<file path="config.mk">
export PLATFORM = sky130hd
export DESIGN_NAME = sync_clk_divider
export DESIGN_NICKNAME = d
export VERILOG_FILES = /design/src/rtl/cdiv_pkg.sv /design/src/rtl/cdiv_sync_qual.sv /design/src/rtl/cdiv_ctrl_reg.sv /design/src/rtl/cdiv_counter.sv /design/src/rtl/sync_clk_divider.sv
export SDC_FILE = /design/constraint.sdc
export NUM_CORES = 1
export LEC_CHECK = 0
export BUFFER_PORTS_ARGS = -buffer_cell sky130_fd_sc_hd__buf_2
export CAP_MARGIN = 10
export CORE_MARGIN = 4
export CORE_UTILIZATION = 51
export DETAILED_ROUTE_END_ITERATION = 12
export PLACE_DENSITY = 0.74
export SLEW_MARGIN = 20
export SYNTH_ARGS = -nofsm -noshare
export SYNTH_HDL_FRONTEND = slang
export SYNTH_SLANG_ARGS = --single-unit
</file>
<file path="constraint.sdc">
create_clock -name clk -period 2 [get_ports clk]
set_input_delay 0.6 -clock clk [delete_from_list [all_inputs] [get_ports clk]]
set_output_delay 0.6 -clock clk [all_outputs]
set_load 0.01 [all_outputs]
</file>
<file path="src/rtl/cdiv_pkg.sv">
// Shared types for the synchronizable clock divider.
// Assumes nothing beyond a two-bit policy field in the control word.
package cdiv_pkg;

    // SYNC handling policy, decoded from control word bits [4:3]
    typedef enum logic [1:0] {
        SYNC_IGNORE  = 2'b00,
        SYNC_ALWAYS  = 2'b01,
        SYNC_ONESHOT = 2'b10,
        SYNC_ALWAYS2 = 2'b11
    } sync_mode_e;

    // True when the policy restarts on every qualified SYNC edge
    function automatic logic mode_is_always(input sync_mode_e m);
        return (m == SYNC_ALWAYS) || (m == SYNC_ALWAYS2);
    endfunction

endpackage

</file>
<file path="src/rtl/cdiv_sync_qual.sv">
// Brings an asynchronous SYNC level into the clock domain through
// STAGES flip-flops. It then emits a one-cycle pulse on each rising
// edge of the synchronized level.
// Assumes: sync_async stays high or low for at least one clock period.
module cdiv_sync_qual #(
    parameter int STAGES = 2
) (
    input  logic clk,
    input  logic rst_n,
    input  logic sync_async,
    output logic sync_rise
);
    localparam int LAST = STAGES;

    logic [LAST:0] chain_q;

    // First stage samples the asynchronous input
    always_ff @(posedge clk) begin
        if (!rst_n) chain_q[0] <= 1'b0;
        else        chain_q[0] <= sync_async;
    end

    // Remaining synchronizer stages plus one edge-history stage
    genvar g;
    generate
        for (g = 1; g <= LAST; g++) begin : g_stage
            always_ff @(posedge clk) begin
                if (!rst_n) chain_q[g] <= 1'b0;
                else        chain_q[g] <= chain_q[g-1];
            end
        end
    endgenerate

    // Rising-edge qualification of the synchronized level
    assign sync_rise = chain_q[LAST-1] & ~chain_q[LAST];

endmodule

</file>
<file path="src/rtl/cdiv_ctrl_reg.sv">
// Holds the control word: ratio code and SYNC policy. It also keeps
// the one-shot armed flag and decides whether a qualified SYNC edge
// is accepted as a restart.
// Assumes: a write and a qualified edge in the same cycle are resolved
// in favour of the write for the armed flag.
module cdiv_ctrl_reg
    import cdiv_pkg::*;
#(
    parameter int RATIO_W = 3
) (
    input  logic               clk,
    input  logic               rst_n,
    input  logic               wr_en,
    input  logic [RATIO_W+1:0] wr_data,
    input  logic               sync_rise,
    output logic [RATIO_W-1:0] ratio_code,
    output logic [1:0]         mode_bits,
    output logic               accept,
    output logic               armed
);
    localparam int MODE_LO = RATIO_W;
    localparam int MODE_HI = RATIO_W + 1;

    logic [RATIO_W-1:0] ratio_q;
    logic [1:0]         mode_q;
    logic               armed_q;
    sync_mode_e         mode_e;
    sync_mode_e         wr_mode_e;

    assign mode_e    = sync_mode_e'(mode_q);
    assign wr_mode_e = sync_mode_e'(wr_data[MODE_HI:MODE_LO]);

    // Accept a qualified edge according to the current policy
    always_comb begin
        accept = 1'b0;
        if (sync_rise) begin
            if (mode_is_always(mode_e))                  accept = 1'b1;
            else if (mode_e == SYNC_ONESHOT && armed_q)  accept = 1'b1;
        end
    end

    // Control word storage, loaded by the parallel write strobe
    always_ff @(posedge clk) begin
        if (!rst_n) begin
            ratio_q <= '0;
            mode_q  <= SYNC_IGNORE;
        end else if (wr_en) begin
            ratio_q <= wr_data[RATIO_W-1:0];
            mode_q  <= wr_data[MODE_HI:MODE_LO];
        end
    end

    // Armed flag: set by a one-shot write, cleared by its accepted SYNC
    always_ff @(posedge clk) begin
        if (!rst_n)
            armed_q <= 1'b0;
        else if (wr_en)
            armed_q <= (wr_mode_e == SYNC_ONESHOT);
        else if (accept && mode_e == SYNC_ONESHOT)
            armed_q <= 1'b0;
    end

    assign ratio_code = ratio_q;
    assign mode_bits  = mode_q;
    assign armed      = armed_q;

endmodule

</file>
<file path="src/rtl/cdiv_counter.sv">
// Modulo-N phase counter with N = active code + 1. It adopts the
// pending ratio code only at a period end or on a restart, so no
// period is cut short. It drives the enable pulse and the
// half-period square wave.
// Assumes: restart is a single-cycle pulse.
module cdiv_counter #(
    parameter int RATIO_W = 3
) (
    input  logic               clk,
    input  logic               rst_n,
    input  logic [RATIO_W-1:0] ratio_code,
    input  logic               restart,
    output logic [RATIO_W-1:0] cnt,
    output logic [RATIO_W-1:0] act_code,
    output logic               tick_ce,
    output logic               phase_clk
);
    localparam int CW = RATIO_W + 1;

    logic [RATIO_W-1:0] cnt_q;
    logic [RATIO_W-1:0] act_q;
    logic [CW-1:0]      hi_len;
    logic               wrap;

    assign wrap = (cnt_q == act_q);

    // Phase counter with ratio adoption at wrap or restart
    always_ff @(posedge clk) begin
        if (!rst_n) begin
            cnt_q <= '0;
            act_q <= '0;
        end else if (restart || wrap) begin
            cnt_q <= '0;
            act_q <= ratio_code;
        end else begin
            cnt_q <= cnt_q + RATIO_W'(1);
        end
    end

    // High-phase length ceil(N/2) = (code + 2) / 2
    assign hi_len = ({1'b0, act_q} + CW'(2)) >> 1;

    // Output decode from the registered phase
    assign tick_ce   = (cnt_q == '0);
    assign phase_clk = ({1'b0, cnt_q} < hi_len);

    assign cnt      = cnt_q;
    assign act_code = act_q;

endmodule

</file>
<file path="src/rtl/sync_clk_divider.sv">
// Top level of the synchronizable integer clock divider. It joins the
// SYNC qualifier, the control register and the phase counter.
// Assumes: every input is synchronous to clk except sync_in.
module sync_clk_divider #(
    parameter int RATIO_W     = 3,
    parameter int SYNC_STAGES = 2
) (
    input  logic               clk,
    input  logic               rst_n,
    input  logic               cfg_we,
    input  logic [RATIO_W+1:0] cfg_wdata,
    input  logic               sync_in,
    output logic               div_ce,
    output logic               div_clk,
    output logic               oneshot_armed
);
    logic               sync_rise;
    logic               accept;
    logic [RATIO_W-1:0] ratio_code;
    logic [1:0]         mode_q;
    logic [RATIO_W-1:0] cnt_q;
    logic [RATIO_W-1:0] act_code;

    cdiv_sync_qual #(.STAGES(SYNC_STAGES)) u_qual (
        .clk        (clk),
        .rst_n      (rst_n),
        .sync_async (sync_in),
        .sync_rise  (sync_rise)
    );

    cdiv_ctrl_reg #(.RATIO_W(RATIO_W)) u_ctrl (
        .clk        (clk),
        .rst_n      (rst_n),
        .wr_en      (cfg_we),
        .wr_data    (cfg_wdata),
        .sync_rise  (sync_rise),
        .ratio_code (ratio_code),
        .mode_bits  (mode_q),
        .accept     (accept),
        .armed      (oneshot_armed)
    );

    cdiv_counter #(.RATIO_W(RATIO_W)) u_cnt (
        .clk        (clk),
        .rst_n      (rst_n),
        .ratio_code (ratio_code),
        .restart    (accept),
        .cnt        (cnt_q),
        .act_code   (act_code),
        .tick_ce    (div_ce),
        .phase_clk  (div_clk)
    );

endmodule

</file>
==> results_dict.tcl, run 1 <==
set metrics [dict create \
    critical_path_arrival_ns 1.50 \
    ys_async_sr_fraction 0 \
    floorplan.die_area_um2 1990 \
    cts_tree "done" \
    setup.worst_path.start "u_cnt.act_code[2]$_SDFFE_PN0P_" \
    net-switching-power_mw 0.227 \
    fin_worst_skew_ns 0.00269 \
    top_level_ports 12 \
    switching_share 0.303 \
    row_count 12 \
    timing.critical_path.mode_cell "sky130_fd_sc_hd__ha_4" \
    antenna_found_initial 0 \
    synth.ff_latch_count 15 \
    syn_inst 68 \
    slew-limit-headroom 0.834 \
    die-width_um 44.6 \
    fin_hold_ws_ns 0.444 \
    grt_max_degree 19 \
    power.combinational.fraction 0.302 \
    number_of_violations_reported_at_the_end_of_detailed_routing_iteration_0 6 \
    status "finished with violations" \
    vdd_ir_drop_max_v 0.000579 \
    grt.total_usage 0.133 \
    worst_ep_required_time_ns 1.40 \
    timing.rr.start "u_cnt.act_code[1]$_SDFFE_PN0P_" \
    violations "negative setup slack" \
    slowest_delay_ns 0.35 \
    ys.flop_type "sky130_fd_sc_hd__dfxtp_1" \
    vias_per_cell 4.99 \
    groute.layer.met2.usage 0.209 \
    drt_drc_violations_left 0 \
    pwr-share-seq 0.473 \
    hold_viol_final 0 \
    timing_worst_setup_path_type "reg -> out" \
    grt_first_pass_wirelength_mm 1.91 \
    floorplan.core_area_um2 1190 \
    drive_gt1_frac 0.301 \
    cp-start-kind "register" \
    wl_mm 1.12 \
    finalCriticalPeriod_ns 2.10 \
    post_synth_instance_area_um2 683 \
    worst-path-max-fanout 2 \
    dp_hpwl_um 757 \
    worst_hold_path_type "reg -> reg" \
    grt_pass1_vias 446 \
    internal_power_of_the_cells_mw 0.523 \
    detail_route.first_pass.iterations 2 \
    post-route-worst-setup-slack_ns -0.105 \
    diodes 0 \
    cell_at_the_slowest_stage_of_the_critical_path "sky130_fd_sc_hd__dfxtp_2" \
    detail_route.wl_per_cell_um 11.5 \
    synthesis.yosys.warnings 0 \
    p_per_area_nw_per_um2 913 \
    finalCritPeriodShare 1.05 \
    power.clock.fraction 0.225 \
    fillers 91 \
    worst_skew_pair.late_latency_ns 0.28 \
    hp-start "u_qual.chain_q[0]$_SDFF_PN0_" \
    cts.reportedPaths.clkPinSlew_ns 0.09 \
    critical_path_buf_inv_count 2 \
    total_leakage_power_nw 0.388 \
    total_power_mw 0.750 \
    setup_violations 1 \
    synthesis_to_finish_area_growth_pct 20.3 \
    worst_path_dominant_cell_family "adder cells" \
    busiest_layer "met2" \
    grt_util_met1 0.163 \
    maxClockFrequency_mhz 475 \
    grt-ovfl-total 0 \
    dr_total_vias 484 \
    synth-edff-count 0 \
    unrepaired_setup_endpoints_after_global_routing "yes" \
    die-height_um 44.6 \
    tritoncts_num_sinks 15 \
    max_cap_violations 0 \
    r2r_slack_ns 0.63 \
    final_net_count 98 \
    post_synth.cell_area_avg_um2 10.0 \
    start_util 0.576 \
    root_buffer "sky130_fd_sc_hd__clkbuf_4" \
    ant_nets 0 \
    ys_seq_area_frac 0.440 \
    globalRouteMet3Util 0.0488 \
    cts_inserted_buffers 3 \
    htree_num_levels 1 \
    finalMaxSlewViolations 0 \
    number_of_distinct_library_cells_after_synthesis 19 \
    port_buf_inserts 11 \
    gp_routability_congestion 0.736 \
    end_kind "output pin" \
    timing.critical_path.cells "ha_4, inv_2, ha_4, o21ai_2, nand2b_1, a21oi_1, buf_2" \
    maximum_buffer_depth_of_the_clock_tree 2 \
    synth_nets 82 \
    worst-slew-pin-transition_ns 0.249 \
]
sequential cells by signal, indices dropped and copies added (netlist names):
name / count
u_cnt.cnt: 3
u_ctrl.mode_bits: 2
u_qual.chain_q: 3
u_cnt.act_code: 3
u_ctrl.armed: 1
u_ctrl.ratio_code: 3
per-layer routing:
metal | up-vias | wire (µm) | part of all wire
li1 | 253 | - | -
met1 | 217 | 502 | 0.45
met2 | 12 | 515 | 0.46
met3 | 2 | 84 | 0.075
met4 | 0 | 13 | 0.012
met5 | - | 0 | 0
final cells by class:
class | instances | area, µm² | share of cell area
tap | 14 | 17.5 | 0.0213
timing repair buffer | 13 | 70.1 | 0.0852
inverter | 6 | 22.5 | 0.0274
sequential | 15 | 303 | 0.368
clock inverter | 1 | 5.00 | 0.00609
multi-input combinational | 45 | 382 | 0.464
clock buffer | 3 | 22.5 | 0.0274
power by group through the flow:
stage / Clock [mW] / Sequential (mW) / Combinational, mW
final: 0.169 / 0.355 / 0.226
after CTS: 0.178 / 0.354 / 0.222
after global routing: 0.194 / 0.360 / 0.250
after floorplan: 0 / 0.352 / 0.150
after global placement: 0 / 0.357 / 0.195
after detailed placement: 0 / 0.358 / 0.198
synthesized netlist by cell type (2+ instances only):
library cell / count / area [µm²]
sky130_fd_sc_hd__and2_1: 3 / 18.8
sky130_fd_sc_hd__nor2b_1: 5 / 31.3
sky130_fd_sc_hd__mux2i_1: 7 / 70.1
sky130_fd_sc_hd__a21oi_1: 2 / 10.0
sky130_fd_sc_hd__dfxtp_1: 15 / 300
sky130_fd_sc_hd__and3_1: 3 / 18.8
sky130_fd_sc_hd__nand2_1: 8 / 30.0
sky130_fd_sc_hd__nand2b_1: 2 / 12.5
sky130_fd_sc_hd__xor2_1: 3 / 26.3
sky130_fd_sc_hd__inv_1: 6 / 22.5
sky130_fd_sc_hd__ha_1: 5 / 62.6
sky130_fd_sc_hd__clkbuf_1: 2 / 7.51
cells in the final DEF (no fill, tap or decap):
cell                       count
sky130_fd_sc_hd__a21oi_1       2
sky130_fd_sc_hd__clkinv_2      1
sky130_fd_sc_hd__dfxtp_1      13
sky130_fd_sc_hd__and3_1        3
sky130_fd_sc_hd__dfxtp_2       2
sky130_fd_sc_hd__o311a_1       1
sky130_fd_sc_hd__xor2_1        3
sky130_fd_sc_hd__clkbuf_4      3
sky130_fd_sc_hd__ha_1          3
sky130_fd_sc_hd__and2_1        3
sky130_fd_sc_hd__o32a_4        1
sky130_fd_sc_hd__buf_2        11
sky130_fd_sc_hd__nand2b_1      2
sky130_fd_sc_hd__nand2_1       8
sky130_fd_sc_hd__nor2_1        1
sky130_fd_sc_hd__o21ai_2       1
sky130_fd_sc_hd__mux2i_1       7
sky130_fd_sc_hd__o21a_1        1
sky130_fd_sc_hd__nor2b_1       5
sky130_fd_sc_hd__buf_4         2
sky130_fd_sc_hd__inv_2         1
sky130_fd_sc_hd__xor2_2        1
sky130_fd_sc_hd__a21boi_0      1
sky130_fd_sc_hd__ha_4          2
sky130_fd_sc_hd__inv_1         5
stage by stage:
step                std cells  setup WS, ns  instance area (µm²)   util  setup TNS [ns]
floorplan                  68         0.172                  683      -               0
global placement           91         0.120                  748  0.631               0
detailed placement         91        0.0826                  748  0.631               0
CTS                        97        -0.122                  822  0.693          -0.122
global route               97        -0.196                  822  0.693          -0.196
finish                     97        -0.105                  822  0.693          -0.105
final timing paths:
kind                                   to  depth (start not counted)
max reg2reg       u_cnt.cnt[0]$_SDFF_PP0_                          4
min          u_qual.chain_q[1]$_SDFF_PN0_                          1
min reg2reg  u_qual.chain_q[1]$_SDFF_PN0_                          1
max                               div_clk                          7
cells by family after synthesis:
kind of cell	synth area share
compound gates	0.0916
xor+xnor	0.0623
fa+ha+maj	0.0916
buf+inv	0.0440
flops	0.440
mux	0.103
simple gates	0.168
what timing repair did:
action / in CTS / in global routing
hold endpoints to repair: 0 / 0
pin swaps: 3 / 3
cloned: 0 / 0
hold buffers: 0 / 0
setup endpoints to repair: 1 / 1
buffers inserted: 2 / 0
gates resized for setup: 7 / 0
Power figures use the tool's default switching activity.
==> inputs of run 2 (changes only) <==
--- a/config.mk
+++ b/config.mk
@@ -9,6 +9,7 @@
 export CAP_MARGIN = 10
 export CORE_MARGIN = 4
 export CORE_UTILIZATION = 51
+export CTS_BUF_LIST = sky130_fd_sc_hd__clkbuf_16
 export DETAILED_ROUTE_END_ITERATION = 12
 export PLACE_DENSITY = 0.74
 export SLEW_MARGIN = 20
==> results_dict.tcl, run 2 (same netlist as run 1, synthesis figures left out) <==
set metrics [dict create \
    status "finished with violations" \
    violations "negative setup slack" \
    final_cell_count_no_fill 97 \
    final_net_count 98 \
    unrepaired_setup_endpoints_after_global_routing "yes" \
    critical_path_arrival_ns 1.47 \
    gp_routability_congestion 0.736 \
    vdd_ir_drop_max_v 0.000801 \
    floorplan.core_area_um2 1190 \
    cp-start-kind "register" \
    dr_total_vias 509 \
    detail_route.wl_per_cell_um 13.5 \
    worst_skew_pair.late_latency_ns 0.25 \
    diodes 0 \
    worst-slew-pin-transition_ns 0.258 \
    fillers 83 \
    slew-limit-headroom 0.828 \
    root_buffer "sky130_fd_sc_hd__clkbuf_16" \
    critical_path_buf_inv_count 2 \
    drive_gt1_frac 0.301 \
    worstRegToRegCells 4 \
    setup_violations 1 \
    cts_inserted_buffers 3 \
    total_leakage_power_nw 0.412 \
    slowest_delay_ns 0.33 \
    die-height_um 44.6 \
    synthesis_to_finish_area_growth_pct 28.4 \
    port_buf_inserts 11 \
    finish.utilization 0.739 \
    maximum_buffer_depth_of_the_clock_tree 2 \
    finalMaxSlewViolations 0 \
    p_per_area_nw_per_um2 1120 \
    cell_at_the_slowest_stage_of_the_critical_path "sky130_fd_sc_hd__dfxtp_2" \
    maxClockFrequency_mhz 483 \
    placed_cells 91 \
    total_power_mw 0.980 \
    cts_tree "done" \
    worst_hold_path_type "reg -> reg" \
    end_kind "output pin" \
    worst-path-max-fanout 2 \
    timing.critical_path.cells "ha_4, inv_4, ha_4, o21ai_2, nand2b_1, a21oi_1, buf_2" \
    final_common_cell "sky130_fd_sc_hd__dfxtp_1" \
    finalCritPeriodShare 1.03 \
    dp_worst_setup_slack_ns 0.0826 \
    grt_pass1_vias 533 \
    vias_per_cell 5.25 \
    start_util 0.576 \
    dp_hpwl_um 757 \
    fin_worst_skew_ns 0.000970 \
    drt_drc_violations_left 0 \
    max_cap_violations 0 \
    whs_path_depth 1 \
    worst_ep_required_time_ns 1.40 \
    ant_nets 0 \
    worst_path_dominant_cell_family "adder cells" \
    detail_route.first_pass.iterations 4 \
    most_frequent_cells_in_the_layout "sky130_fd_sc_hd__dfxtp_1 (13), sky130_fd_sc_hd__buf_2 (11), sky130_fd_sc_hd__nand2_1 (8)" \
    grt-ovfl-total 0 \
    timing.critical_path.mode_cell "sky130_fd_sc_hd__ha_4" \
    timing_worst_setup_path_type "reg -> out" \
    finalCriticalPeriod_ns 2.07 \
    die-width_um 44.6 \
    cts.reportedPaths.clkPinSlew_ns 0.05 \
    wl_mm 1.31 \
    grt.total_usage 0.161 \
    hold_viol_final 0 \
    post-route-worst-setup-slack_ns -0.0690 \
    tritoncts_num_sinks 15 \
    antenna_found_initial 0 \
    grt_max_degree 19 \
    number_of_violations_reported_at_the_end_of_detailed_routing_iteration_0 10 \
    worst-path-stages 7 \
    htree_num_levels 1 \
    top_level_ports 12 \
    row_count 12 \
    grt_first_pass_wirelength_mm 2.24 \
    floorplan.die_area_um2 1990 \
]
run 2: cell type report:
class | instances | area, µm² | share of cell area
Inverter | 6 | 25.0 | 0.0285
Multi-Input combinational cell | 45 | 382 | 0.435
Clock buffer | 3 | 75.1 | 0.0856
Sequential cell | 15 | 303 | 0.345
Timing Repair Buffer | 13 | 70.1 | 0.0799
Tap cell | 14 | 17.5 | 0.0200
Clock inverter | 1 | 5.00 | 0.00571
run 2: path summary, 6_finish.rpt:
| check | from | end | slack (ns) |
|---|---|---|---|
| min | u_qual.chain_q[0]$_SDFF_PN0_ | u_qual.chain_q[1]$_SDFF_PN0_ | 0.43 |
| max | u_cnt.act_code[1]$_SDFFE_PN0P_ | div_clk | -0.07 |
| max reg2reg | u_cnt.act_code[1]$_SDFFE_PN0P_ | u_cnt.cnt[0]$_SDFF_PP0_ | 0.62 |
| min reg2reg | u_qual.chain_q[0]$_SDFF_PN0_ | u_qual.chain_q[1]$_SDFF_PN0_ | 0.43 |
run 2: layer usage:
metal  vias up  routed length (µm)  global-route usage
met5         -                   0                   0
met4         0                  63               0.120
met3         8                  89              0.0488
met2        16                 624               0.264
met1       230                 536               0.172
li1        255                   -                   -
run 2: through the flow:
| step | instance area (µm²) | hold WS [ns] | TNS (ns) |
|---|---|---|---|
| 3_5_place_dp | 748 | 0.424 | 0 |
| 3_3_place_gp | 748 | 0.414 | 0 |
| 5_1_grt | 877 | 0.452 | -0.150 |
| 6_report | 877 | 0.432 | -0.0690 |
| 2_1_floorplan | 683 | 0.412 | 0 |
| 4_1_cts | 875 | 0.438 | -0.0723 |
run 2: repair_timing:
action / in CTS / in global routing
resized for setup: 7 / 1
buffers inserted: 2 / 0
pin swaps: 3 / 3
setup endpoints to repair: 1 / 1
hold endpoints to repair: 0 / 0
hold buffers: 0 / 0
cloned: 0 / 0
run 2: where the power goes:
| part | internal (mW) | switching [mW] | total [mW] |
|---|---|---|---|
| clock | 0.267 | 0.122 | 0.389 |
| combinational | 0.125 | 0.109 | 0.234 |
| sequential | 0.327 | 0.0295 | 0.356 |
run 2: worst register-to-register path: stages, from the launching register on:
cell                      delay, ns
sky130_fd_sc_hd__dfxtp_2       0.33
sky130_fd_sc_hd__buf_4         0.15
sky130_fd_sc_hd__xor2_1        0.16
sky130_fd_sc_hd__o32a_4        0.43
sky130_fd_sc_hd__and3_1        0.20
==> inputs of run 3 (changes only) <==
--- a/config.mk
+++ b/config.mk
@@ -7,7 +7,7 @@
 export LEC_CHECK = 0
 export BUFFER_PORTS_ARGS = -buffer_cell sky130_fd_sc_hd__buf_2
 export CAP_MARGIN = 10
-export CORE_MARGIN = 4
+export CORE_MARGIN = 2
 export CORE_UTILIZATION = 51
 export CTS_BUF_LIST = sky130_fd_sc_hd__clkbuf_16
 export DETAILED_ROUTE_END_ITERATION = 12
==> results_dict.tcl, run 3 (same netlist as run 1, synthesis figures left out) <==
set metrics [dict create \
    drive_gt1_frac 0.301 \
    hold_viol_final 0 \
    port_buf_inserts 11 \
    dr_total_vias 498 \
    power.clock.fraction 0.397 \
    r2r_slack_ns 0.63 \
    finalCriticalPeriod_ns 2.06 \
    ant_nets 0 \
    switching_share 0.258 \
    worst-path-max-fanout 2 \
    p_per_area_nw_per_um2 1100 \
    violations "negative setup slack" \
    critical_path.reg2reg.endpoint "u_cnt.cnt[0]$_SDFF_PP0_" \
    fin_hold_ws_ns 0.458 \
    die-height_um 40.6 \
    finalMaxSlewViolations 0 \
    status "finished with violations" \
    cp-start-kind "register" \
    finish.utilization 0.692 \
    cts_tree "done" \
    internal_power_of_the_cells_mw 0.719 \
    grt_pass1_vias 447 \
    globalRouteMet3Util 0.0667 \
    cts_inserted_buffers 3 \
    worst_ep_required_time_ns 1.40 \
    pwr-share-seq 0.368 \
    dp_worst_setup_slack_ns 0.0677 \
    tritoncts_num_sinks 15 \
    setup_violations 1 \
    worst-slew-pin-transition_ns 0.256 \
    post-route-worst-setup-slack_ns -0.0560 \
    synthesis_to_finish_area_growth_pct 28.6 \
    vdd_ir_drop_max_v 0.000931 \
    floorplan.die_area_um2 1650 \
    max_cap_violations 0 \
    start_util 0.538 \
    row_count 13 \
    detail_route.wl_per_cell_um 11.8 \
    worst_hold_path_type "reg -> reg" \
    antenna_found_initial 0 \
    die-width_um 40.6 \
    cts.reportedPaths.clkPinSlew_ns 0.05 \
    finalSetupTns_ns -0.0560 \
    critical_path_arrival_ns 1.46 \
    worst_skew_pair.late_latency_ns 0.24 \
    final_common_cell "sky130_fd_sc_hd__dfxtp_1" \
    hp-start "u_qual.chain_q[1]$_SDFF_PN0_" \
    final_net_count 98 \
    whs_path_depth 1 \
    maximum_buffer_depth_of_the_clock_tree 2 \
    grt.total_usage 0.185 \
    unrepaired_setup_endpoints_after_global_routing "yes" \
    htree_num_levels 1 \
    detail_route.first_pass.iterations 4 \
    vias_per_cell 5.08 \
    worstRegToRegCells 4 \
    floorplan.core_area_um2 1270 \
    total_leakage_power_nw 0.412 \
    drt_drc_violations_left 0 \
    end_kind "output pin" \
    grt-ovfl-total 0 \
    number_of_violations_reported_at_the_end_of_detailed_routing_iteration_0 9 \
    busiest_layer "met2" \
    dp_hpwl_um 761 \
    fin_worst_skew_ns 0.000882 \
    power.combinational.fraction 0.236 \
    fillers 97 \
    timing.rr.start "u_cnt.act_code[1]$_SDFFE_PN0P_" \
    grt_first_pass_wirelength_mm 1.86 \
    finalCritPeriodShare 1.03 \
    maxClockFrequency_mhz 486 \
    wl_mm 1.15 \
    groute.layer.met2.usage 0.294 \
    grt_util_met1 0.195 \
    net-switching-power_mw 0.250 \
    root_buffer "sky130_fd_sc_hd__clkbuf_16" \
    gp_routability_congestion 0.688 \
    timing_worst_setup_path_type "reg -> out" \
    end_of_the_worst_hold_path "u_qual.chain_q[2]$_SDFF_PN0_" \
    slew-limit-headroom 0.829 \
    top_level_ports 12 \
    total_power_mw 0.969 \
    diodes 0 \
    most_frequent_cells_in_the_layout "sky130_fd_sc_hd__dfxtp_1 (13), sky130_fd_sc_hd__buf_2 (11), sky130_fd_sc_hd__nand2_1 (8)" \
    grt_max_degree 19 \
]
-- run 3: cell counts in the layout (fill, tap and decap cells not counted) --
No cell type changed its count.
-- run 3: critical path, stage by stage (launching register included) --
cell and delay (ns):
sky130_fd_sc_hd__dfxtp_2 0.33, sky130_fd_sc_hd__ha_4 0.27, sky130_fd_sc_hd__inv_4 0.03, sky130_fd_sc_hd__ha_4 0.20, sky130_fd_sc_hd__o21ai_2 0.05, sky130_fd_sc_hd__nand2b_1 0.06
sky130_fd_sc_hd__a21oi_1 0.13, sky130_fd_sc_hd__buf_2 0.14
-- run 3: through the flow --
stage,cell area (µm²),cells
floorplan,683,68
global placement,749,92
detailed placement,749,92
CTS,876,98
global route,878,98
finish,878,98
-- run 3: how the worst max path moves through the flow --
stage / from / cells past startpoint / end / slack [ns]
after floorplan: u_cnt.act_code[1]$_SDFFE_PN0P_ / 6 / div_clk / 0.17
after global placement: u_cnt.act_code[1]$_SDFFE_PN0P_ / 7 / div_clk / 0.12
after detailed placement: u_cnt.act_code[1]$_SDFFE_PN0P_ / 7 / div_clk / 0.07
after CTS: u_cnt.act_code[2]$_SDFFE_PN0P_ / 7 / div_clk / -0.06
after global routing: u_cnt.act_code[2]$_SDFFE_PN0P_ / 7 / div_clk / -0.12
final: u_cnt.act_code[2]$_SDFFE_PN0P_ / 7 / div_clk / -0.06
-- run 3: power by group through the flow --
stage	Clock, mW	Sequential [mW]	Combinational, mW
2_1_floorplan	0	0.352	0.150
3_3_place_gp	0	0.356	0.193
3_5_place_dp	0	0.358	0.196
4_1_cts	0.392	0.356	0.222
5_1_grt	0.411	0.360	0.258
6_report	0.384	0.356	0.228
-- run 3: timing repair --
item | 4_1_cts | 5_1_grt
gates resized for setup | 7 | 1
endpoints found under the setup margin | 1 | 1
pin swaps | 3 | 3
hold buffers | 0 | 0
setup buffers | 2 | 0
-- run 3: layout make-up --
class	instances	area [µm²]	share of cell area
timing repair buffer	13	70.1	0.0798
inverter	6	25.0	0.0285
sequential	15	303	0.345
tap	15	18.8	0.0214
clock buffer	3	75.1	0.0855
clock inverter	1	5.00	0.00570
multi-input combinational	45	382	0.434
-- run 3: per-layer routing --
metal | up-vias | part of all wire
met2 | 9 | 0.46
li1 | 254 | -
met1 | 231 | 0.47
met4 | 0 | 0.031
met5 | - | 0
met3 | 4 | 0.033
